<file path="src/rtl/irq_status_ctl.sv">
module irq_status_ctl #(
  parameter int W = 8
) (
  input  logic         clk,
  input  logic         rst_n,
  input  logic [W-1:0] ev_a,
  input  logic [W-1:0] ev_b,
  input  logic         loop_done,
  output logic         seq_run,
  input  logic         host_rd,
  input  logic         host_wr,
  input  logic [2:0]   host_addr,
  input  logic [W-1:0] host_wdata,
  output logic [W-1:0] host_rdata,
  output logic         nmi_n,
  output logic         smi_n
);
  logic [W-1:0] pend_a, pend_b, st_a, st_b;
  logic [W-1:0] nmsk_a, nmsk_b, smsk_a, smsk_b;
  logic [3:0]   cfg;
  logic         pulse_q;

  wire hold    = cfg[3];
  wire merge   = loop_done & ~hold;
  wire rd_a    = host_rd & (host_addr == 3'd0);
  wire rd_b    = host_rd & (host_addr == 3'd1);
  wire [W-1:0] col_a = pend_a | ev_a;
  wire [W-1:0] col_b = pend_b | ev_b;
  wire [W-1:0] fresh = (col_a & ~st_a & ~nmsk_a) | (col_b & ~st_b & ~nmsk_b);

  wire any_nmi = |((st_a & ~nmsk_a) | (st_b & ~nmsk_b));
  wire any_smi = |((st_a & ~smsk_a) | (st_b & ~smsk_b));

  assign seq_run = ~hold;
  assign smi_n   = ~(cfg[0] & ~hold & any_smi);
  assign nmi_n   = ~(cfg[1] & ~hold & (cfg[2] ? pulse_q : any_nmi));

  always_ff @(posedge clk) begin
    if (!rst_n) begin
      pend_a <= '0; pend_b <= '0; st_a <= '0; st_b <= '0;
      pulse_q <= 1'b0;
    end else begin
      if (!hold) begin
        pend_a <= merge ? '0 : col_a;
        pend_b <= merge ? '0 : col_b;
      end
      st_a    <= (rd_a ? '0 : st_a) | (merge ? col_a : '0);
      st_b    <= (rd_b ? '0 : st_b) | (merge ? col_b : '0);
      pulse_q <= merge & (|fresh);
    end
  end

  always_ff @(posedge clk) begin
    if (!rst_n) begin
      nmsk_a <= '0; nmsk_b <= '0; smsk_a <= '0; smsk_b <= '0; cfg <= '0;
    end else if (host_wr) begin
      case (host_addr)
        3'd2: nmsk_a <= host_wdata;
        3'd3: nmsk_b <= host_wdata;
        3'd4: smsk_a <= host_wdata;
        3'd5: smsk_b <= host_wdata;
        3'd6: cfg    <= host_wdata[3:0];
        default: ;
      endcase
    end
  end

  always_comb begin
    case (host_addr)
      3'd0: host_rdata = st_a;
      3'd1: host_rdata = st_b;
      3'd2: host_rdata = nmsk_a;
      3'd3: host_rdata = nmsk_b;
      3'd4: host_rdata = smsk_a;
      3'd5: host_rdata = smsk_b;
      3'd6: host_rdata = {{(W-4){1'b0}}, cfg};
      default: host_rdata = '0;
    endcase
  end

  assert_clr_quiet_R8: assert property (@(posedge clk) disable iff (!rst_n)
    hold |-> (nmi_n && smi_n));
  assert_halt_freeze_R8: assert property (@(posedge clk) disable iff (!rst_n)
    (hold && !rd_a) |=> $stable(st_a));
  assert_read_clears_R3: assert property (@(posedge clk) disable iff (!rst_n)
    (rd_a && !loop_done) |=> (st_a == '0));
  assert_status_sticky_R2: assert property (@(posedge clk) disable iff (!rst_n)
    (!loop_done && !rd_b) |=> $stable(st_b));
  assert_pulse_cause_R7: assert property (@(posedge clk) disable iff (!rst_n)
    (cfg[2] && !nmi_n && $past(rst_n)) |-> $past(loop_done));
endmodule

</file>
<file path="config.mk">
export PLATFORM = sky130hd
export DESIGN_NAME = irq_status_ctl
export DESIGN_NICKNAME = d
export VERILOG_FILES = /design/src/rtl/irq_status_ctl.sv
export SDC_FILE = /design/constraint.sdc
export NUM_CORES = 1
export LEC_CHECK = 0
export BUFFER_PORTS_ARGS = -buffer_cell sky130_fd_sc_hd__buf_2
export CAP_MARGIN = 10
export CORE_AREA = 4 4 85 87
export DETAILED_ROUTE_END_ITERATION = 10
export DIE_AREA = 0 0 89 91
export HOLD_SLACK_MARGIN = 0.03
export PLACE_DENSITY = 0.74
export SLEW_MARGIN = 25
export SYNTH_ARGS = -nofsm -noshare
export SYNTH_HDL_FRONTEND = slang
export SYNTH_SLANG_ARGS = --single-unit
export TNS_END_PERCENT = 5
</file>
<file path="constraint.sdc">
create_clock -name clk -period 1.59 [get_ports clk]
set_clock_uncertainty 0.1 [all_clocks]
set_input_delay 0.318 -clock clk [delete_from_list [all_inputs] [get_ports clk]]
set_output_delay 0.318 -clock clk [all_outputs]
set_load 0.01 [all_outputs]
</file>
==> results of run 1 <==
==> routing by layer <==
| layer | global-route usage | up-vias | wire length (µm) |
|---|---|---|---|
| li1 | - | 1557 | - |
| met1 | 0.357 | 1501 | 4420 |
| met2 | 0.410 | 145 | 4790 |
| met3 | 0.0561 | 22 | 794 |
| met4 | 0.0844 | 0 | 221 |
| met5 | 0 | - | 0 |
==> power by group <==
group          leakage [nW]  internal (mW)  total [mW]  switching [mW]
registers             0.572           1.81        1.89          0.0735
logic                  1.16          0.337       0.682           0.345
clock network         0.113          0.862        1.57           0.709
total                  1.84           3.01        4.14            1.13
==> tightest hold or removal path: stages <==
cell and delay (ns):
buf_2 0.09, a21oi_1 0.05, nor2_1 0.07
==> Yosys cell counts, drive strengths merged <==
master / count / area share
a21oi: 20 / 0.031
and2: 1 / 0.0019
nand3b: 1 / 0.0023
clkinv: 1 / 0.0011
a22o: 2 / 0.0053
clkbuf: 9 / 0.010
nor3: 10 / 0.015
and3: 2 / 0.0038
nor2: 38 / 0.044
o2111ai: 3 / 0.0080
a21o: 1 / 0.0023
and2b: 1 / 0.0023
o32ai: 4 / 0.011
o211ai: 1 / 0.0023
nand2b: 12 / 0.023
nor2b: 18 / 0.034
a2111oi: 1 / 0.0027
buf: 8 / 0.017
mux4: 5 / 0.037
a211o: 1 / 0.0027
o2bb2ai: 7 / 0.019
or2: 5 / 0.0095
a22oi: 2 / 0.0046
a221oi: 2 / 0.0053
a21boi: 25 / 0.058
nand3: 3 / 0.0046
o21ai: 12 / 0.018
a31oi: 1 / 0.0019
dfxtp: 69 / 0.42
nor4: 4 / 0.0076
o22ai: 10 / 0.019
mux2i: 19 / 0.058
inv: 18 / 0.021
o221ai: 2 / 0.0053
mux2: 4 / 0.014
and3b: 1 / 0.0027
nand2: 64 / 0.073
==> final timing paths <==
| kind | to | from | slack [ns] | cells past startpoint |
|---|---|---|---|---|
| worst max register to register | pulse_q$_SDFF_PN0_ | st_a[3]$_SDFF_PN0_ | 0.15 | 6 |
| worst min register to register | pend_a[2]$_SDFFE_PN0N_ | pend_a[2]$_SDFFE_PN0N_ | 0.37 | 2 |
| worst min-delay path | pend_a[3]$_SDFFE_PN0N_ | ev_a[3] | 0.10 | 3 |
| worst max-delay path | host_rdata[3] | st_a[3]$_SDFF_PN0_ | -0.37 | 3 |
==> registers in the layout (all words and copies together), names as in the netlist <==
signal and cells:
nmsk_a 8, nmsk_b 8, pend_a 8, pend_b 8, smsk_a 8, smsk_b 8, st_a 8, st_b 8
cfg 4, pulse_q 1
==> cell type report <==
class,instances,area (µm²),share of cell area
Multi-Input combinational cell,282,1810,0.411
Sequential cell,69,1410,0.321
Timing Repair Buffer,110,790,0.180
Clock buffer,12,165,0.0376
Tap cell,77,96.3,0.0219
Inverter,19,71.3,0.0162
Clock inverter,4,52.6,0.0120
==> repair_timing <==
item                       CTS  global route
pin swaps                    7             4
resized for setup           39            10
setup endpoints to repair   11            11
==> cell families after synthesis <==
logic type,synth area share
AND/OR/NAND/NOR,0.225
AO/OA/AOI/OAI,0.196
flip-flops,0.422
buffers and inverters,0.0489
multiplexers,0.108
==> stage by stage <==
stage / power (mW) / hold slack, ns / util / TNS [ns] / std cells
6_report: 4.14 / 0.105 / 0.691 / -3.13 / 573
5_1_grt: 4.31 / 0.108 / 0.691 / -3.75 / 573
4_1_cts: 4.13 / 0.0965 / 0.687 / -3.20 / 573
3_5_place_dp: 2.55 / 0.358 / 0.638 / -4.73 / 557
3_3_place_gp: 2.53 / 0.348 / 0.638 / -3.79 / 557
2_1_floorplan: 2.22 / 0.337 / - / 0 / 387
==> impl_metrics.py, run 1 <==
metrics = {
    "layout": {
        "stdcell_area_mm2": 0.00439,
        "area_delta_synth_final_pct": 33.9,
        "final_common_cell": "nand2_1",
        "final_cell_mix": "64 x nand2_1, 60 x buf_4, 49 x dfxtp_1",
        "final_layout_size_suffix_gt1_frac": 0.357,
        "num_antenna_cells": 0,
        "final_nets": 523,
        "fillerInstances": 524,
    },
    "detailed_routing": {
        "wl_per_cell_um": 17.9,
        "antenna_left": 0,
        "routed_wl_um": 10200,
        "detail_route.first_pass.iterations": 5,
        "num_vias": 3225,
        "first_iter_violations": 314,
        "route.detailed.drc": 0,
        "viasPerCell": 5.63,
    },
    "timing": {
        "tightest_slew_ns": 0.547,
        "relSlewSlack": 0.634,
        "timing.final.crit_share": 1.23,
        "fin_ws_ns": -0.372,
        "drv_slew": 0,
        "finalSetupViolCount": 10,
        "grt_setup_unrepaired": "true",
        "timing.fmax_mhz": 510,
        "min_period_ns": 1.96,
        "hold_viol_final": 0,
    },
    "worst_setup_path": {
        "slowest_delay_ns": 0.45,
        "cp_cell_sequence": "mux4_2, mux2_4, buf_6",
        "crit_family": "multiplexers",
        "worst-endpoint-arrival_ns": 1.54,
        "path_class": "reg -> out",
        "cp.required_ns": 1.17,
        "slowest_stage": "mux4_2",
        "critPathCaptureType": "output pin",
        "crit_buf_inv": 1,
        "path_max_fanout": 3,
        "critPathLaunchType": "flop",
    },
    "outcome": {
        "status": "complete, but fails checks",
        "failed_checks": "negative setup slack",
    },
    "floorplanning": {
        "fp.dieW_um": 89,
        "die_h_um": 91,
        "row_count": 29,
        "coreArea_mm2": 0.00635,
        "initial_core_util": 0.516,
        "io_pins": 43,
        "die-area_mm2": 0.00810,
    },
    "cts": {
        "cts_root_buf": "clkbuf_8",
        "post-cts-setup-buffers": 0,
        "cts.htree.levels": 3,
        "clock_path_buffers": 2,
        "cts_made_buffers": 9,
        "clock_sinks": 69,
        "cts_hold_buf": 0,
        "path_clk_slew_ns": 0.08,
        "cts_tree": "built",
        "clk_latency_ns": 0.36,
    },
    "synth": {
        "avgSynthCellArea_um2": 8.47,
        "synthCells": 387,
        "syn_area_mm2": 0.00328,
        "ys_types": 44,
        "synth_seq_cells": 69,
        "seq_area_frac_synth": 0.422,
        "synth_fp_nets": 419,
        "yosys_warnings": 0,
    },
    "power_and_ir_drop": {
        "leakage_nw": 1.84,
        "power_density_mw_per_mm2": 943,
        "ir_drop_uv": 648,
    },
    "placed_design": {
        "pre_cts_ws_ns": -0.325,
        "dp_hpwl_um": 8010,
        "placed_area_mm2": 0.00405,
        "routabilityCongestion": 0.992,
        "port_buffers": 42,
    },
    "min_path": {
        "hp-class": "in -> reg",
    },
    "grt": {
        "grt_pass1_wl_um": 16200,
        "grt_antenna_before_repair": 0,
        "grt_max_degree": 37,
        "grt_use_total": 0.261,
        "grt_pass1_vias": 3196,
        "grt_overflow_total": 0,
    },
    "job": {
        "drv_cap": 0,
    },
}
(Power assumes the default switching activity.)
==> inputs of run 2 (changes only) <==
Settings changed: ABC_AREA set to 1, PLACE_DENSITY 0.74 to 0.81.
==> run 2 against run 1 <==
The flow still finishes with violations (negative setup slack). Cell area decreased by 6.6%. Global-route usage decreased by 2.1 points. Largest power group unchanged. Routed wire length decreased by 10%. Largest cell class unchanged. Clock power decreased by 4%. Sequential share of layout area increased by 2.1 points. Die area unchanged. Non-clock buffer count decreased by 34. Hold slack improved by 0.0087 ns. Sequential cell count unchanged. Combinational power decreased by 7.2%. Core utilization decreased by 4.5 points. Critical path type unchanged. Sequential power about the same.
==> impl_metrics.py, run 2 <==
metrics = {
    "outcome": {
        "status": "complete, but fails checks",
        "failed_checks": "negative setup slack",
    },
    "layout": {
        "final_nets": 592,
        "final_cell_mix": "82 x nand2_1, 76 x nor2_1, 64 x inv_1",
        "utilization": 0.646,
        "area_delta_synth_final_pct": 25.2,
        "num_antenna_cells": 0,
        "final_common_cell": "nand2_1",
        "final_layout_size_suffix_gt1_frac": 0.260,
    },
    "worst_setup_path": {
        "cp_cell_sequence": "inv_1, nand2_1, nand3_1, nor2_1, nand3_1, nand2_1, buf_2",
        "crit_family": "simple AND/OR/NAND/NOR gates",
        "path_max_fanout": 2,
        "path_class": "reg -> out",
        "cp.required_ns": 1.17,
        "slowest_stage": "dfxtp_1",
        "slowest_delay_ns": 0.36,
        "worst-endpoint-arrival_ns": 1.37,
        "critPathLaunchType": "flop",
        "crit_buf_inv": 2,
        "critPathCaptureType": "output pin",
    },
    "power_and_ir_drop": {
        "leakage_nw": 1.84,
        "power_density_mw_per_mm2": 984,
        "p_seq_frac": 0.470,
        "pwr-share-comb": 0.157,
        "switching_power_mw": 1.10,
        "p_clk_frac": 0.373,
        "ir_drop_uv": 702,
        "p_sw_frac": 0.273,
        "fin_total_pwr_mw": 4.04,
        "p_int_mw": 2.94,
    },
    "timing": {
        "timing.hold.ws_ns": 0.113,
        "timing.final.crit_share": 1.12,
        "relSlewSlack": 0.650,
        "hold_viol_final": 0,
        "grt_setup_unrepaired": "true",
        "finalSetupViolCount": 11,
        "tightest_slew_ns": 0.524,
        "fin_ws_ns": -0.195,
        "drv_slew": 0,
        "timing.fmax_mhz": 560,
        "min_period_ns": 1.78,
    },
    "grt": {
        "grt_overflow_total": 0,
        "grt_antenna_before_repair": 0,
        "grt_pass1_vias": 3193,
        "grt_max_degree": 30,
        "grt_use_total": 0.241,
        "grt_pass1_wl_um": 15200,
    },
    "synth": {
        "ys_types": 27,
        "synth_fp_nets": 518,
        "synth_top_area_share": 0.422,
        "async_flop_share": 0,
        "synth_common_cells": "85 x nand2_1, 79 x nor2_1, 73 x inv_1",
        "synthTopCellsByArea": "dfxtp_1 42%, nand2_1 9.7%, nor2_1 9.1%",
        "yosys.area.top_type": "dfxtp_1",
        "avgSynthCellArea_um2": 6.74,
        "seq_area_frac_synth": 0.422,
        "synth.most_common_cell": "nand2_1",
        "syn_area_mm2": 0.00328,
        "synth-edff-count": 0,
        "synth_seq_cells": 69,
        "synth_flop_cell": "dfxtp_1",
        "yosys_warnings": 0,
        "synthCells": 486,
    },
    "placed_design": {
        "pre_cts_ws_ns": -0.206,
        "port_buffers": 42,
        "routabilityCongestion": 0.983,
        "dp_hpwl_um": 6690,
    },
    "job": {
        "drv_cap": 0,
    },
    "floorplanning": {
        "row_count": 29,
        "die_h_um": 91,
        "initial_core_util": 0.516,
        "fp.dieW_um": 89,
        "die-area_mm2": 0.00810,
        "coreArea_mm2": 0.00635,
        "io_pins": 43,
    },
    "cts": {
        "clk_latency_ns": 0.35,
        "cts_tree": "built",
        "cts_made_buffers": 9,
        "clock_path_buffers": 2,
        "path_clk_slew_ns": 0.08,
        "clock_sinks": 69,
        "cts_hold_buf": 0,
        "cts_root_buf": "clkbuf_8",
        "cts.htree.levels": 3,
    },
    "detailed_routing": {
        "routed_wl_um": 9170,
        "wl_per_cell_um": 14.3,
        "detail_route.first_pass.iterations": 6,
        "route.detailed.drc": 0,
        "antenna_left": 0,
        "num_vias": 3436,
        "viasPerCell": 5.35,
        "first_iter_violations": 378,
    },
    "min_path": {
        "hp-class": "in -> reg",
    },
}
-- run 2: cell count changes after synthesis, sizes merged, moves of 25 or more --
cell,before,now
o21ai,12,47
nor2,38,79
a21boi,25,0
nand2,64,89
inv,18,78
a21oi,20,59
-- run 2: what timing repair did --
| action | 4_1_cts | 5_1_grt |
|---|---|---|
| pin swaps | 8 | 8 |
| setup buffers | 3 | 2 |
| resized for setup | 39 | 16 |
| setup endpoints to repair | 11 | 11 |
-- run 2: kinds of logic (layout without fill, tap and decap cells) --
logic type	Yosys count	in the layout	share of synthesized area
flops	69	69	0.422
compound gates	139	139	0.232
simple gates	185	185	0.234
buf+inv	93	172	0.113
-- run 2: final cells by class --
type	instances	area [µm²]
timing repair buffer	76	502
clock inverter	4	45.0
fill	580	2250
tap	77	96.3
multi-input combinational	324	1590
clock buffer	12	165
sequential	69	1400
inverter	80	303
-- run 2: final timing paths --
check | from | end | slack (ns) | cells after the start
max | smsk_b[6]$_SDFFE_PN0P_ | smi_n | -0.19 | 7
min | ev_a[3] | pend_a[3]$_SDFFE_PN0N_ | 0.11 | 3
max reg2reg | cfg[3]$_SDFFE_PN0P_ | pend_b[5]$_SDFFE_PN0N_ | 0.29 | 4
min reg2reg | pend_b[2]$_SDFFE_PN0N_ | pend_b[2]$_SDFFE_PN0N_ | 0.37 | 2
-- run 2: stage by stage --
step	TNS [ns]	std cells	instance area [µm²]
2_1_floorplan	0	486	3280
3_3_place_gp	-0.732	621	3760
3_5_place_dp	-1.27	621	3760
4_1_cts	-1.01	640	4050
5_1_grt	-1.88	642	4100
6_report	-1.08	642	4100
-- run 2: metal layers --
metal	routed length (µm)	global-route usage
met5	0	0
met4	301	0.103
met2	4020	0.353
met3	876	0.0507
met1	3970	0.339
-- run 2: worst register-to-register path, stage by stage, from the launching register on --
cell and delay, ns:
dfxtp_1 0.33, inv_1 0.14, nand2_1 0.09, nand2_1 0.40, nor2_1 0.11
-- run 2: power by group through the flow --
stage	combinational [mW]	sequential (mW)	clock, mW
after floorplan	0.364	1.91	0
after global placement	0.579	1.92	0
after detailed placement	0.590	1.92	0
after CTS	0.616	1.89	1.52
after global routing	0.716	1.91	1.61
final	0.633	1.90	1.51
